File: config.mk
export PLATFORM = sky130hd
export DESIGN_NAME = fsyn_cfg_if
export DESIGN_NICKNAME = d
export VERILOG_FILES = /design/src/rtl/fsyn_cfg_pkg.sv /design/src/rtl/fsyn_cfg_sync.sv /design/src/rtl/fsyn_frame_shift.sv /design/src/rtl/fsyn_test_mux.sv /design/src/rtl/fsyn_cfg_if.sv
export SDC_FILE = /design/constraint.sdc
export NUM_CORES = 1
export LEC_CHECK = 0
export CAP_MARGIN = 10
export CORE_MARGIN = 5
export CORE_UTILIZATION = 40
export DETAILED_ROUTE_END_ITERATION = 8
export DONT_BUFFER_PORTS = 1
export SLEW_MARGIN = 20
export SYNTH_ARGS = -nofsm -noshare
export SYNTH_HDL_FRONTEND = slang
export SYNTH_SLANG_ARGS = --single-unit
File: constraint.sdc
create_clock -name clk -period 1.5 [get_ports clk]
set_input_delay 0.225 -clock clk [delete_from_list [all_inputs] [get_ports clk]]
set_output_delay 0.225 -clock clk [all_outputs]
set_load 0.03 [all_outputs]
File: src/rtl/fsyn_cfg_pkg.sv
package fsyn_cfg_pkg;
   // test pin source selected by the two top frame bits
   typedef enum logic [1:0] {
      TSEL_LOW   = 2'b00,
      TSEL_SERIN = 2'b01,
      TSEL_FBDIV = 2'b10,
      TSEL_RSVD  = 2'b11
   } tsel_e;
   localparam int TSEL_W = 2;
endpackage

File: src/rtl/fsyn_cfg_sync.sv
module fsyn_cfg_sync #(
   parameter int W = 1,
   parameter int DEPTH = 2,
   parameter logic [W-1:0] RST_VAL = '0
) (
   input  logic         clk,
   input  logic         rst,
   input  logic [W-1:0] d,
   output logic [W-1:0] q
);
   if (DEPTH < 1) begin : g_bad_depth
      $error("fsyn_cfg_sync: DEPTH must be at least 1");
   end

   if (DEPTH == 1) begin : g_single
      logic [W-1:0] stg;
      always_ff @(posedge clk) begin
         if (rst) stg <= RST_VAL;
         else     stg <= d;
      end
      assign q = stg;
   end else begin : g_chain
      logic [DEPTH-1:0][W-1:0] stg;
      always_ff @(posedge clk) begin
         if (rst) stg <= {DEPTH{RST_VAL}};
         else     stg <= {stg[DEPTH-2:0], d};
      end
      assign q = stg[DEPTH-1];
   end
endmodule

File: src/rtl/fsyn_frame_shift.sv
module fsyn_frame_shift #(
   parameter int FRAME_W = 14
) (
   input  logic               clk,
   input  logic               rst,
   input  logic               en,
   input  logic               din,
   output logic [FRAME_W-1:0] cur,
   output logic [FRAME_W-1:0] nxt
);
   if (FRAME_W < 2) begin : g_bad_w
      $error("fsyn_frame_shift: FRAME_W must be at least 2");
   end

   // first bit in ends at the MSB after a whole frame
   assign nxt = en ? {cur[FRAME_W-2:0], din} : cur;

   always_ff @(posedge clk) begin
      if (rst) cur <= '0;
      else     cur <= nxt;
   end
endmodule

File: src/rtl/fsyn_test_mux.sv
module fsyn_test_mux
   import fsyn_cfg_pkg::*;
(
   input  logic  clk,
   input  logic  rst,
   input  logic  serial_mode,
   input  tsel_e sel,
   input  logic  ser_din,
   input  logic  fb_tick,
   input  logic  div_rst,
   output logic  test_out
);
   logic pick;

   always_comb begin
      unique case (sel)
         TSEL_SERIN: pick = ser_din;
         TSEL_FBDIV: pick = fb_tick & ~div_rst;
         default:    pick = 1'b0;
      endcase
   end

   always_ff @(posedge clk) begin
      if (rst) test_out <= 1'b0;
      else     test_out <= serial_mode & pick;
   end
endmodule

File: src/rtl/fsyn_cfg_if.sv
module fsyn_cfg_if
   import fsyn_cfg_pkg::*;
#(
   parameter int M_W = 9,
   parameter int N_W = 3,
   parameter int SYNC_DEPTH = 2
) (
   input  logic           clk,
   input  logic           rst,
   input  logic           par_latch,
   input  logic           ser_xfer,
   input  logic           ser_clk,
   input  logic           ser_din,
   input  logic [M_W-1:0] fb_pins,
   input  logic [N_W-1:0] od_pins,
   input  logic           div_rst,
   input  logic           fb_tick,
   output logic [M_W-1:0] fb_div_val,
   output logic [N_W-1:0] od_code,
   output logic           test_out
);
   localparam int FRAME_W = TSEL_W + N_W + M_W;
   localparam int CTL_W   = 3;
   localparam int DAT_W   = M_W + N_W + 3;
   // control order {par_latch, ser_xfer, ser_clk}; par_latch idles high
   localparam logic [CTL_W-1:0] CTL_RST = 3'b100;

   if (M_W < 1 || N_W < 1) begin : g_bad_w
      $error("fsyn_cfg_if: divider widths must be positive");
   end

   logic [CTL_W-1:0] ctl_s, ctl_prev;
   logic [DAT_W-1:0] dat_s;

   fsyn_cfg_sync #(.W(CTL_W), .DEPTH(SYNC_DEPTH), .RST_VAL(CTL_RST)) u_ctl_sync (
      .clk(clk), .rst(rst), .d({par_latch, ser_xfer, ser_clk}), .q(ctl_s));

   fsyn_cfg_sync #(.W(DAT_W), .DEPTH(SYNC_DEPTH), .RST_VAL('0)) u_dat_sync (
      .clk(clk), .rst(rst), .d({fb_pins, od_pins, ser_din, fb_tick, div_rst}), .q(dat_s));

   always_ff @(posedge clk) begin
      if (rst) ctl_prev <= CTL_RST;
      else     ctl_prev <= ctl_s;
   end

   logic par_lvl, par_rise, xfer_lvl, xfer_rise, sclk_rise;
   logic [M_W-1:0] fb_s;
   logic [N_W-1:0] od_s;
   logic din_s, tick_s, drst_s;

   assign par_lvl   = ctl_s[2];
   assign par_rise  = ctl_s[2] & ~ctl_prev[2];
   assign xfer_lvl  = ctl_s[1];
   assign xfer_rise = ctl_s[1] & ~ctl_prev[1];
   assign sclk_rise = ctl_s[0] & ~ctl_prev[0];
   assign {fb_s, od_s, din_s, tick_s, drst_s} = dat_s;

   logic [FRAME_W-1:0] sh_cur, sh_nxt;

   fsyn_frame_shift #(.FRAME_W(FRAME_W)) u_shift (
      .clk(clk), .rst(rst), .en(par_lvl & sclk_rise), .din(din_s),
      .cur(sh_cur), .nxt(sh_nxt));

   logic [TSEL_W-1:0] t_q;

   always_ff @(posedge clk) begin
      if (rst) begin
         fb_div_val <= fb_pins;
         od_code    <= od_pins;
         t_q        <= '0;
      end else if (!par_lvl || par_rise) begin
         fb_div_val <= fb_s;
         od_code    <= od_s;
      end else if (xfer_lvl && (xfer_rise || sclk_rise)) begin
         {t_q, od_code, fb_div_val} <= sh_nxt;
      end
   end

   fsyn_test_mux u_tmux (
      .clk(clk), .rst(rst), .serial_mode(par_lvl), .sel(tsel_e'(t_q)),
      .ser_din(din_s), .fb_tick(tick_s), .div_rst(drst_s), .test_out(test_out));
endmodule

## Word level (Yosys, flattened, before mapping)

Index checks and enable logic that the tools add are counted.

- Add/sub/neg operators: 0
- Multipliers: 0
- Div/mod/pow operators: 0
- Magnitude comparators: 0
- Equality and inequality tests: 2
- Shift-type cells: 0
- Muxes and demuxes: 8
- Bitwise logic cells: 11
- Reduce and logical (&&, ||, !) cells: 6

Operator list:

| cell | number |
|---|---|
| two-way mux 9 bit | 3 |
| two-way mux 14 bit | 1 |
| two-way mux 3 bit | 3 |
| bitwise AND 1 bit | 6 |
| inverter 1 bit | 5 |
| nonzero test 3 bit | 1 |
| equality test 2 x 1 -> 1 bit (second input constant) | 1 |
| equality test 2 bit (second input constant) | 1 |
| logical OR 1 bit | 2 |
| case mux 1 bit (2 select lines) | 1 |
| AND reduction 2 bit | 1 |
| logical AND 1 bit | 1 |
| zero test 1 bit | 1 |

- Flip-flop bits (word level): 68
- Bits in latches: 0
- Memory bits (writable): 0
- ROM bits: 0
- Input bits: 20
- Output and inout bits: 13
- Logic and storage cells: 37
- Memories kept: 0

## Depth between registers and ports, before layout

- Depth in word-level cells: 7
- Mapped depth: 4
- Gate-level depth less buffers: 4

## By module

Synthesis repeated with hierarchy kept, for this count alone.

- Cell total of the unflattened synthesis: 220
- Area, all modules: 2693.8 um^2

By module, submodules not included:

| module | times used | cells each | area each (um^2) | seq. area each (um^2) |
|---|---|---|---|---|
| fsyn_cfg_sync (u_dat_sync) | 1 | 78 | 994.7 | 600.6 |
| fsyn_cfg_if | 1 | 74 | 820.8 | 460.4 |
| fsyn_frame_shift | 1 | 44 | 603.1 | 280.3 |
| fsyn_cfg_sync (u_ctl_sync) | 1 | 15 | 180.2 | 120.1 |
| fsyn_test_mux | 1 | 9 | 95.1 | 20.0 |

## Worst setup path after synthesis

No wires, ideal clock.

- Path kind: register to register
- Start: register u_ctl_sync.g_chain.stg, in the netlist u_ctl_sync.q[2]
- End: register fb_div_val[0], enable pin
- Library setup time: 0.294 ns
- Data arrival time: 1.127 ns
- Data required time: 1.206 ns
- Setup slack: 0.079 ns
- Cell stages (with the launch flop): 5
- Buffers on the path: 1
- Clock period less this slack: 1.421 ns
- Cell sequence: dfxtp_1 nand2_2 or2_4 buf_6 a21o_1

- Longest elaborated chain between the ends: 3
- Elaborated cells on any way between the ends: 4
- Classes of those cells: 1 x bitwise; 3 x reduce/logical

RTL lines:

| what | RTL line | RTL |
|---|---|---|
| start, declared | fsyn_cfg_sync.sv:23 | `logic [DEPTH-1:0][W-1:0] stg;` |
| start signal, assigned | fsyn_cfg_sync.sv:25 | `if (rst) stg <= {DEPTH{RST_VAL}};` |
| start signal, assigned | fsyn_cfg_sync.sv:26 | `else stg <= {stg[DEPTH-2:0], d};` |
| bitwise AND 1 bit / zero test 1 bit (equally long branches) | fsyn_cfg_if.sv:52, fsyn_cfg_if.sv:71 |  |
| logical OR 1 bit * | fsyn_cfg_if.sv:71 | `end else if (!par_lvl \|\| par_rise) begin` |
| nonzero test 3 bit (no source line) * | -- |  |
| end signal, assigned | fsyn_cfg_if.sv:68 | `fb_div_val <= fb_pins;` |
| end signal, assigned | fsyn_cfg_if.sv:72 | `fb_div_val <= fb_s;` |
| end signal, assigned | fsyn_cfg_if.sv:75 | `{t_q, od_code, fb_div_val} <= sh_nxt;` |
| end, declared | fsyn_cfg_if.sv:18 | `output logic [M_W-1:0] fb_div_val,` |

Mark *: on every way between the ends. The rest lies on a longest branch, timed or not.
A chain may end at the register's enable or synchronous reset.

## Final worst setup path

- Start: register u_ctl_sync.g_chain.stg, in the netlist u_ctl_sync.q[2]
- End: register od_code[0], data pin

- Longest elaborated chain between the ends: 5
- Elaborated cells on any way between the ends: 8
- Classes of those cells: 4 x mux; 2 x bitwise; 2 x reduce/logical

RTL lines:

| what | RTL line | RTL |
|---|---|---|
| bitwise AND 1 bit | fsyn_cfg_if.sv:61 | `.clk(clk), .rst(rst), .en(par_lvl & sclk_rise), .din(din_s),` |
| two-way mux 14 bit | fsyn_frame_shift.sv:16 | `assign nxt = en ? {cur[FRAME_W-2:0], din} : cur;` |
| two-way mux 3 bit | fsyn_cfg_if.sv:74 | `end else if (xfer_lvl && (xfer_rise \|\| sclk_rise)) begin` |
| two-way mux 3 bit * | fsyn_cfg_if.sv:71 |  |
| two-way mux 3 bit * | fsyn_cfg_if.sv:67 | `if (rst) begin` |
| end signal, assigned | fsyn_cfg_if.sv:69 | `od_code <= od_pins;` |
| end signal, assigned | fsyn_cfg_if.sv:73 | `od_code <= od_s;` |
| end signal, assigned | fsyn_cfg_if.sv:75 |  |
| end, declared | fsyn_cfg_if.sv:19 | `output logic [N_W-1:0] od_code,` |

Mark *: on every way between the ends. The rest lies on a longest branch, timed or not. The select of a mux whose other input is x is not followed.

==> summary.md <==
| Metric | Value |
|---|---|
| Vias in the first global route | 1356 |
| Most common cell after layout, fill and taps aside | dfxtp_1 |
| Die ar. | 7410 um^2 |
| Gate Count Post-Synth | 201 |
| Lkg Pwr | 1.07 nW |
| Setup TNS | 0 ps |
| Grt ovf | 0 |
| Max Buffers Root-to-Sink | 2 |
| Max rail drop VDD | 0.633 mV |
| Final Max Slew Viols | 0 |
| Comb power frac | 4.6% |
| Rows | 27 |
| Final Skew | 6.99 ps |
| Rel. slew slack | 79.8% |
| Post-cts sizing count | 0 |
| Seq pwr share | 56.8% |
| Synth Area in XOR/XNOR | 0% |
| Switch share | 22.3% |
| Final Cycle Share | 90.6% |
| Mux cell area share after synthesis | 6.05% |
| Die height | 86.1 um |
| Via count | 1367 |
| Final WL | 4.21 mm |
| Worst-skew pair later-pin latency | 340 ps |
| Max cap viols | 0 |
| Internal power | 2.79 mW |
| Antenna Cells | 0 |
| Core area | 5570 um^2 |
| Largest net degree at the start of global routing | 57 |
| Post-synthesis register bit count | 68 |
| Crit end category | register |
| Hold Path Class | in2reg |
| Port Buf Inserts | 0 |
| Most frequent cells in the layout | dfxtp_1 (56), nor2b_1 (35), nand2_1 (24) |
| Global-route wire length before repair | 7.05 mm |
| CP cell instances | nand3b_4 > buf_12 > mux2i_1 > o221ai_1 |
| Area growth, synth to finish | 13.2% |
| Arrival @ worst endpoint | 1420 ps |
| Number of buffers created by CTS | 9 |
| GP Congestion | 0.755 |
| DR pass1 iterations | 4 |
| CP max stage delay | 440 ps |
| TritonCTS clock tree | built |
| Finished Cell Area | 2620 um^2 |
| Slowest-stage cell, CP | dfxtp_1 |
| Final nets | 231 |
| Worst Tran Pin Value | 299 ps |
| CP max FO | 14 |
| Mapped Area | 2310 um^2 |
| Crit path time final | 1360 ps |
| Starting density of the core | 41.5% |
| Total Routing Usage GR | 12.9% |
| Die X | 86.1 um |
| Root buffer cell | clkbuf_8 |
| Residual DRC count | 0 |
| Pwr/cell area | 1370 nW/um^2 |
| Placed inst area | 2380 um^2 |
| Clock share of power | 38.6% |
| Final Hold Fails | 0 |
| Sink Count | 68 |
| Status | finished, final reports clean |
| P_sw | 0.798 mW |
| FILL cells | 523 |
| Synth Area in Compound Gates | 6.81% |
| Post-synthesis adder-cell area fraction | 1.08% |
| Synthesized Nets | 223 |
| Final setup fails | 0 |
| RSZ-0062 raised after global routing | no |
| Routed wire per std cell | 14.7 um |
| Syn_area_per_cell | 11.5 um^2 |
| Critical Path RT | 1560 ps |
| Share of cells above drive strength 1 | 12.1% |
| Iter 0 DRT Violations | 92 |
| Post-synthesis sequential area ratio | 64.0% |
| Initial antenna violation count | 0 |
| Post-DR vias/cell | 4.78 |
| Largest family of logic cells by synthesized area | simple AND/OR/NAND/NOR gates |
| Critical path class | reg2reg |
| I/O pin count | 33 |
| Critical path startpoint category | register |
| Yosys warning count | 0 |
| DRT antenna net count | 0 |
| Post-synthesis cell type count | 22 |
| Post-synthesis simple-gate area fraction | 18.8% |
| HPWL Detailed | 2.48 mm |
| Finished Core Util | 47.0% |
| Fmax | 0.736 GHz |
| H-tree depth | 3 |
| Worst-path clk slew | 70 ps |
Yosys cell counts:
library cell / n / area [um^2]
a21o_1: 1 / 7.51
a21oi_1: 2 / 10.0
a311oi_1: 2 / 17.5
a32oi_1: 1 / 8.76
and3_2: 1 / 7.51
buf_6: 2 / 22.5
clkbuf_1: 10 / 37.5
dfxtp_1: 56 / 1120
edfxtp_1: 12 / 360
ha_1: 2 / 25.0
inv_1: 4 / 15.0
mux2i_1: 14 / 140
nand2_1: 24 / 90.1
nand2_2: 1 / 6.26
nand3b_4: 1 / 20.0
nor2_1: 15 / 56.3
nor2b_1: 35 / 219
nor4b_1: 1 / 8.76
o21ai_2: 1 / 8.76
o221ai_1: 12 / 105
or2_2: 3 / 18.8
or2_4: 1 / 8.76
cell families after synthesis:
family | after synthesis
AND/OR/NAND/NOR | 82
flip-flops | 68
multiplexers | 14
AO/OA/AOI/OAI | 19
buffers and inverters | 16
adder cells (fa/ha/maj) | 2
power by group through the flow:
stage	sequential [mW]	clock, mW	combinational [mW]
after global routing	2.04	1.53	0.185
after global placement	2.08	0	0.131
after floorplan	2.06	0	0.128
after detailed placement	2.08	0	0.130
after CTS	2.04	1.42	0.162
final	2.03	1.38	0.165
stage by stage:
stage	hold slack [ps]	setup WS [ps]	total power, mW	std cells
finish	16.6	141	3.58	286
global route	1.16	6.05	3.76	286
global placement	301	92.7	2.21	266
CTS	0.546	60.0	3.62	285
detailed placement	303	69.6	2.21	266
floorplan	329	78.7	2.19	201
metal layers:
layer	up-vias	wire, um	GRT usage, %
met4	0	144	10.5
met2	40	1800	18.1
met1	622	1990	16.3
met5	-	0	0
met3	11	276	3.84
li1	694	-	-
worst max-delay path, delay by kind of cell, from the launching register on:
kind	cells	cell delay (ps)
compound gates	1	160
buf+inv	1	170
flops	1	440
mux	1	210
simple gates	1	110
flip-flops by register name, summed over array words and instances (netlist names):
name and cells:
u_shift.cur 14, t_q 2, ctl_prev 3, u_ctl_sync.g_chain.stg 3, u_dat_sync.q 15, fb_div_val 9, u_dat_sync.g_chain.stg 15, u_ctl_sync.q 3
u_tmux.test_out 1, od_code 3
repair_timing:
item | in CTS | in global routing
endpoints found under the hold margin | 56 | 0
hold buffers | 3 | 0
setup endpoints to repair | 0 | 10
setup buffers | 0 | 1
final cells by class:
class	count	area, um^2	area share (%)
clock buffer	13	139	5.30
clock inverter	3	38.8	1.48
inverter	4	15.0	0.573
multi-input combinational	117	758	28.9
sequential	68	1480	56.5
tap	72	90.1	3.44
timing repair buffer	9	97.6	3.72
path summary, 6_finish.rpt:
check	from	end	slack [ps]	cells past startpoint
worst max-delay path	u_ctl_sync.q[2]	od_code[0]	140	4
worst min-delay path	ser_din	u_dat_sync.g_chain.stg[2]	20	1
worst max register to register	u_ctl_sync.q[2]	od_code[0]	140	4
worst min register to register	u_ctl_sync.g_chain.stg[2]	u_ctl_sync.q[2]	430	1
Note: power is estimated with default switching activity, not from simulation.
